===== src/rtl/uart_rx_x8_pkg.sv =====
package uart_rx_x8_pkg;
   typedef enum logic [1:0] {
      ST_HUNT  = 2'd0,
      ST_START = 2'd1,
      ST_DATA  = 2'd2,
      ST_STOP  = 2'd3
   } rx_state_e;
endpackage


===== src/rtl/rx_sync_chain.sv =====
module rx_sync_chain #(
   parameter int STAGES = 2
) (
   input  logic clk,
   input  logic rst,
   input  logic d_in,
   output logic d_out
);
   logic [STAGES-1:0] chain;

   generate
      for (genvar i = 0; i < STAGES; i++) begin : g_stage
         if (i == 0) begin : g_first
            always_ff @(posedge clk) begin
               if (rst) chain[0] <= 1'b1;
               else     chain[0] <= d_in;
            end
         end else begin : g_next
            always_ff @(posedge clk) begin
               if (rst) chain[i] <= 1'b1;
               else     chain[i] <= chain[i-1];
            end
         end
      end
   endgenerate

   assign d_out = chain[STAGES-1];
endmodule


===== src/rtl/rx_baud_tick.sv =====
module rx_baud_tick #(
   parameter int DIV_W = 12
) (
   input  logic             clk,
   input  logic             rst,
   input  logic [DIV_W-1:0] divisor,
   output logic             tick
);
   logic [DIV_W-1:0] cnt;

   // >= keeps the counter wrapping when the divisor is lowered mid-count
   assign tick = (cnt >= divisor);

   always_ff @(posedge clk) begin
      if (rst)       cnt <= '0;
      else if (tick) cnt <= '0;
      else           cnt <= cnt + 1'b1;
   end
endmodule


===== src/rtl/rx_frame_sampler.sv =====
module rx_frame_sampler
   import uart_rx_x8_pkg::*;
#(
   parameter int DATA_BITS = 8,
   parameter int OVS       = 8,
   parameter bit LSB_FIRST = 1'b1
) (
   input  logic                 clk,
   input  logic                 rst,
   input  logic                 tick,
   input  logic                 line,
   output rx_state_e            state_o,
   output logic [DATA_BITS-1:0] data_o,
   output logic                 valid_o,
   output logic                 err_o
);
   localparam int POS_W   = $clog2(OVS + 1);
   localparam int BCNT_W  = (DATA_BITS > 1) ? $clog2(DATA_BITS) : 1;
   localparam int VOTE_LO = OVS / 2;
   localparam int VOTE_HI = OVS / 2 + 2;

   rx_state_e            state;
   logic [POS_W-1:0]     pos, pos_nxt;
   logic [1:0]           hi_cnt, votes;
   logic                 maj_hi, in_vote, decide;
   logic [BCNT_W-1:0]    bit_cnt;
   logic [DATA_BITS-1:0] shreg, shreg_nxt;

   always_comb begin
      pos_nxt = (pos == POS_W'(OVS)) ? POS_W'(1) : pos + 1'b1;
      in_vote = (pos_nxt >= POS_W'(VOTE_LO)) && (pos_nxt < POS_W'(VOTE_HI));
      decide  = (pos_nxt == POS_W'(VOTE_HI));
      votes   = hi_cnt + {1'b0, line};
      maj_hi  = votes[1];
   end

   generate
      if (LSB_FIRST) begin : g_lsb_first
         assign shreg_nxt = {maj_hi, shreg[DATA_BITS-1:1]};
      end else begin : g_msb_first
         assign shreg_nxt = {shreg[DATA_BITS-2:0], maj_hi};
      end
   endgenerate

   always_ff @(posedge clk) begin
      if (rst) begin
         state   <= ST_HUNT;
         pos     <= POS_W'(1);
         hi_cnt  <= '0;
         bit_cnt <= '0;
         shreg   <= '0;
         data_o  <= '0;
         valid_o <= 1'b0;
         err_o   <= 1'b0;
      end else begin
         valid_o <= 1'b0;
         if (tick) begin
            if (state == ST_HUNT) begin
               if (!line) begin
                  state  <= ST_START;
                  pos    <= POS_W'(1);
                  hi_cnt <= '0;
               end
            end else begin
               pos <= pos_nxt;
               if (in_vote) hi_cnt <= votes;
               if (decide) begin
                  hi_cnt <= '0;
                  case (state)
                     ST_START: begin
                        if (maj_hi) state <= ST_HUNT;
                        else begin
                           state   <= ST_DATA;
                           bit_cnt <= '0;
                        end
                     end
                     ST_DATA: begin
                        shreg <= shreg_nxt;
                        if (bit_cnt == BCNT_W'(DATA_BITS - 1)) state <= ST_STOP;
                        else bit_cnt <= bit_cnt + 1'b1;
                     end
                     ST_STOP: begin
                        data_o  <= shreg;
                        err_o   <= ~maj_hi;
                        valid_o <= 1'b1;
                        state   <= ST_HUNT;
                     end
                     default: state <= ST_HUNT;
                  endcase
               end
            end
         end
      end
   end

   assign state_o = state;
endmodule


===== src/rtl/uart_rx_x8.sv =====
module uart_rx_x8
   import uart_rx_x8_pkg::*;
#(
   parameter int DIV_W       = 12,
   parameter int DATA_BITS   = 8,
   parameter int OVS         = 8,
   parameter int SYNC_STAGES = 2,
   parameter bit LSB_FIRST   = 1'b1
) (
   input  logic                 clk,
   input  logic                 rst,
   input  logic [DIV_W-1:0]     divisor,
   input  logic                 rx_in,
   output logic [DATA_BITS-1:0] rx_data,
   output logic                 rx_valid,
   output logic                 frame_err
);
   generate
      if (DIV_W < 1) begin : g_bad_div
         $error("DIV_W must be at least 1");
      end
      if (DATA_BITS < 2) begin : g_bad_bits
         $error("DATA_BITS must be at least 2");
      end
      if (OVS < 4 || (OVS % 2) != 0) begin : g_bad_ovs
         $error("OVS must be even and at least 4");
      end
      if (SYNC_STAGES < 2) begin : g_bad_sync
         $error("SYNC_STAGES must be at least 2");
      end
   endgenerate

   logic      line;
   logic      tick;
   rx_state_e state;

   rx_sync_chain #(.STAGES(SYNC_STAGES)) u_sync (
      .clk   (clk),
      .rst   (rst),
      .d_in  (rx_in),
      .d_out (line)
   );

   rx_baud_tick #(.DIV_W(DIV_W)) u_tick (
      .clk     (clk),
      .rst     (rst),
      .divisor (divisor),
      .tick    (tick)
   );

   rx_frame_sampler #(
      .DATA_BITS (DATA_BITS),
      .OVS       (OVS),
      .LSB_FIRST (LSB_FIRST)
   ) u_sampler (
      .clk     (clk),
      .rst     (rst),
      .tick    (tick),
      .line    (line),
      .state_o (state),
      .data_o  (rx_data),
      .valid_o (rx_valid),
      .err_o   (frame_err)
   );
endmodule


===== config.mk =====
export PLATFORM = sky130hd
export DESIGN_NAME = uart_rx_x8
export DESIGN_NICKNAME = d
export VERILOG_FILES = /design/src/rtl/uart_rx_x8_pkg.sv /design/src/rtl/rx_sync_chain.sv /design/src/rtl/rx_baud_tick.sv /design/src/rtl/rx_frame_sampler.sv /design/src/rtl/uart_rx_x8.sv
export SDC_FILE = /design/constraint.sdc
export NUM_CORES = 1
export LEC_CHECK = 0
export ABC_AREA = 1
export ABC_CLOCK_PERIOD_IN_PS = 2200
export BUFFER_PORTS_ARGS = -buffer_cell sky130_fd_sc_hd__buf_4
export CAP_MARGIN = 20
export CORE_ASPECT_RATIO = 1.1
export CORE_UTILIZATION = 50
export CTS_CLUSTER_DIAMETER = 120
export DETAILED_ROUTE_END_ITERATION = 7
export PLACE_DENSITY = 0.69
export SLEW_MARGIN = 20
export SYNTH_ARGS = -nofsm -noshare
export SYNTH_HDL_FRONTEND = slang
export SYNTH_SLANG_ARGS = --single-unit

===== constraint.sdc =====
create_clock -name clk -period 2.2 [get_ports clk]
set_input_delay 0 -clock clk [delete_from_list [all_inputs] [get_ports clk]]
set_output_delay 0 -clock clk [all_outputs]
set_load 0.005 [all_outputs]

==> run_results.csv <==
group,metric,value,unit
detailed_routing,via_per_inst,5.074,
final_layout,final_net_count,390,
sta,fmax,0.5136,GHz
final_layout,final_cell_mix,"75 x nand2_1, 43 x inv_1, 43 x dfxtp_1, 32 x nor2_1",
clock_tree,clock_sinks,43,
detailed_routing,vias,2055,
clock_tree,cts_tree,"done",
setup_path,cp.arrival,2130,ps
floorplanning,start_util,0.5369,
clock_tree,cts.clk_slew.worst_paths,80,ps
floorplanning,die_y,74.44,um
global_routing,grt_start_max_net_pins,25,
detailed_routing,wirelength,4385,um
flow_run,maxCapViolCount,0,
setup_path,worst_path_largest_cell_delay,350,ps
sta,rsz0062_at_grt,"no",
setup_path,cp-start-kind,"flip-flop",
setup_path,path_buf_inv,0,
floorplanning,die_w,67.85,um
sta,tightestPinTransition,368.4,ps
setup_path,critPathTopFamily,"simple AND/OR/NAND/NOR gates",
floorplanning,rows,25,
min_path,hp-class,"in2reg",
place,io_buffers,24,
sta,max_slew_margin,0.7544,
clock_tree,cts_max_path_buffers,2,
clock_tree,root_buffer,"clkbuf_8",
power_and_ir_drop,cellLeakagePower,1.239,nW
final_layout,diodes,0,
global_routing,grt_pass1_vias,1789,
global_routing,antenna_found_initial,0,
setup_path,path_common_cell,"nand2_1",
yosys,synth_top_area_cell,"dfxtp_1",
place,hpwl,3221,um
sta,finalSetupViolCount,0,
detailed_routing,first_pass_iters,4,
yosys,synthTopCellsByArea,"dfxtp_1 36%, ha_1 13%, nand2_1 12%",
sta,fin_crit,1947,ps
yosys,ys_types,25,
power_and_ir_drop,powerDensity,552.8,nW/um^2
global_routing,grt_pass1_wl,7596,um
sta,skew,4.067,ps
clock_tree,worst_skew_pair.late_latency,300,ps
global_routing,grt_usage,0.1969,
sta,hold_viol,0,
setup_path,worstPathCellList,"ha_1 > nand2_1 > nor2_2 > nand2_1 > nor2_1 > nand2_1 > nand2_2 > nand3_1 > nand2_1 > a21oi_1",
place,globalplace.congestion,0.7686,
clock_tree,cts_resized,0,
yosys,yosysWarningCount,0,
detailed_routing,wl_per_cell,10.83,um
floorplanning,dieArea,5050,um^2
outcome,status,"finished clean",
final_layout,final_common_cell,"nand2_1",
detailed_routing,drtIter0Drc,101,
clock_tree,cts_max_level,2,
sta,fin_crit_sh,0.8850,
detailed_routing,drc,0,
place,dp_slack,253.1,ps
yosys,syn_inst,324,
yosys,yosys_register_bits,43,
sta,drv_slew,0,
final_layout,syn_to_final_growth,13.69,%
clock_tree,cts_made_buffers,5,
floorplanning,io_pins,25,
yosys,syn_avg_cell_area,7.360,um^2
setup_path,cpMaxStageDelayCell,"dfxtp_1",
detailed_routing,ant_nets,0,
sta,setup_ws,252.9,ps
setup_path,end_kind,"flip-flop",
yosys,synthesis.area,2385,um^2
place,dp_cells,396,
final_layout,drive_above_1_share,0.1396,
yosys,synth_nets,364,
final_layout,instances_no_fill,405,
setup_path,worstPathRequired,2380,ps
power_and_ir_drop,power,1.499,mW
power_and_ir_drop,peakVddDrop,319.3,uV
global_routing,grt.overflow.total,0,
setup_path,path_class,"reg2reg",
sta,setup_tns,0,ps
setup_path,crit_fanout,15,
yosys,yosysTopAreaCellShare,0.3610,
floorplanning,coreArea,4442,um^2
clock_tree,post_cts_buffers,0,
yosys,synth_seq_area_share,0.3610,
clock_tree,cts_hold_buf,1,
## cell usage after synthesis
cell type and number:
nor2_2 1, clkbuf_1 2, nor3_1 2, nor3b_2 1
nor2_1 32, xor2_1 2, a31oi_1 1, buf_2 3
dfxtp_1 43, nand2_2 2, nand2_1 75, buf_6 5
or2_2 5, nor3b_1 2, o31ai_1 1, nand4_1 23
nand3_2 3, nor3_2 1, clkinv_1 1, xnor2_1 2
inv_1 43, o21ai_0 3, a21oi_1 28, ha_1 25
nand3_1 18
## power by group
part / leakage [nW] / switching (mW) / internal, mW
Combinational: 0.830 / 0.0424 / 0.0378
Clock: 0.0612 / 0.262 / 0.367
Sequential: 0.347 / 0.00533 / 0.784
## final cells by class
class / instances / area (um^2)
sequential: 43 / 860.8
multi-input combinational: 227 / 1280
inverter: 44 / 165.2
clock inverter: 2 / 35.03
clock buffer: 6 / 82.58
tap: 54 / 67.56
timing repair buffer: 29 / 220.2
fill: 438 / 1730
## layer usage
| layer | track usage | vias up | routed length (um) |
|---|---|---|---|
| li1 | - | 1105 | - |
| met2 | 0.3344 | 25 | 2060 |
| met5 | 0 | - | 0 |
| met3 | 0.03681 | 7 | 148 |
| met1 | 0.2469 | 918 | 2105 |
| met4 | 0.06944 | 0 | 71 |
## flip-flops by register name, summed over array words and instances (netlist names)
register	cells
u_sync.chain	1
u_sampler.hi_cnt	2
u_tick.cnt	12
u_sampler.data_o	8
u_sampler.shreg	8
u_sampler.pos	4
u_sampler.valid_o	1
u_sampler.state_o	2
u_sampler.err_o	1
u_sync.d_out	1
u_sampler.bit_cnt	3
## worst paths after layout
check                              from                              end  slack (ps)  depth (start not counted)
min reg2reg  u_sync.chain[0]$_SDFF_PP1_          u_sync.d_out$_SDFF_PP1_         410                          1
max reg2reg   u_tick.cnt[10]$_SDFF_PP0_  u_sampler.shreg[5]$_SDFFE_PP0P_         250                         10
min                                 rst  u_sampler.shreg[7]$_SDFFE_PP0P_          50                          2
max           u_tick.cnt[10]$_SDFF_PP0_  u_sampler.shreg[5]$_SDFFE_PP0P_         250                         10
## metrics by stage
stage                     hold slack, ps  instance area [um^2]  utilization
after floorplan                    103.8                  2385            -
after global placement             185.4                  2584       0.5817
after detailed placement           191.3                  2584       0.5817
after CTS                          50.46                  2711       0.6104
after global routing               70.40                  2711       0.6104
final                              47.64                  2711       0.6104
## cell families after synthesis
logic type / count (synthesis) / share of synthesized area
XOR/XNOR: 4 / 0.01469
AO/OA/AOI/OAI: 33 / 0.07083
adder cells (fa/ha/maj): 25 / 0.1312
AND/OR/NAND/NOR: 165 / 0.3200
buffers and inverters: 54 / 0.1023
flip-flops: 43 / 0.3610
Note: power is estimated with default switching activity, not from simulation.
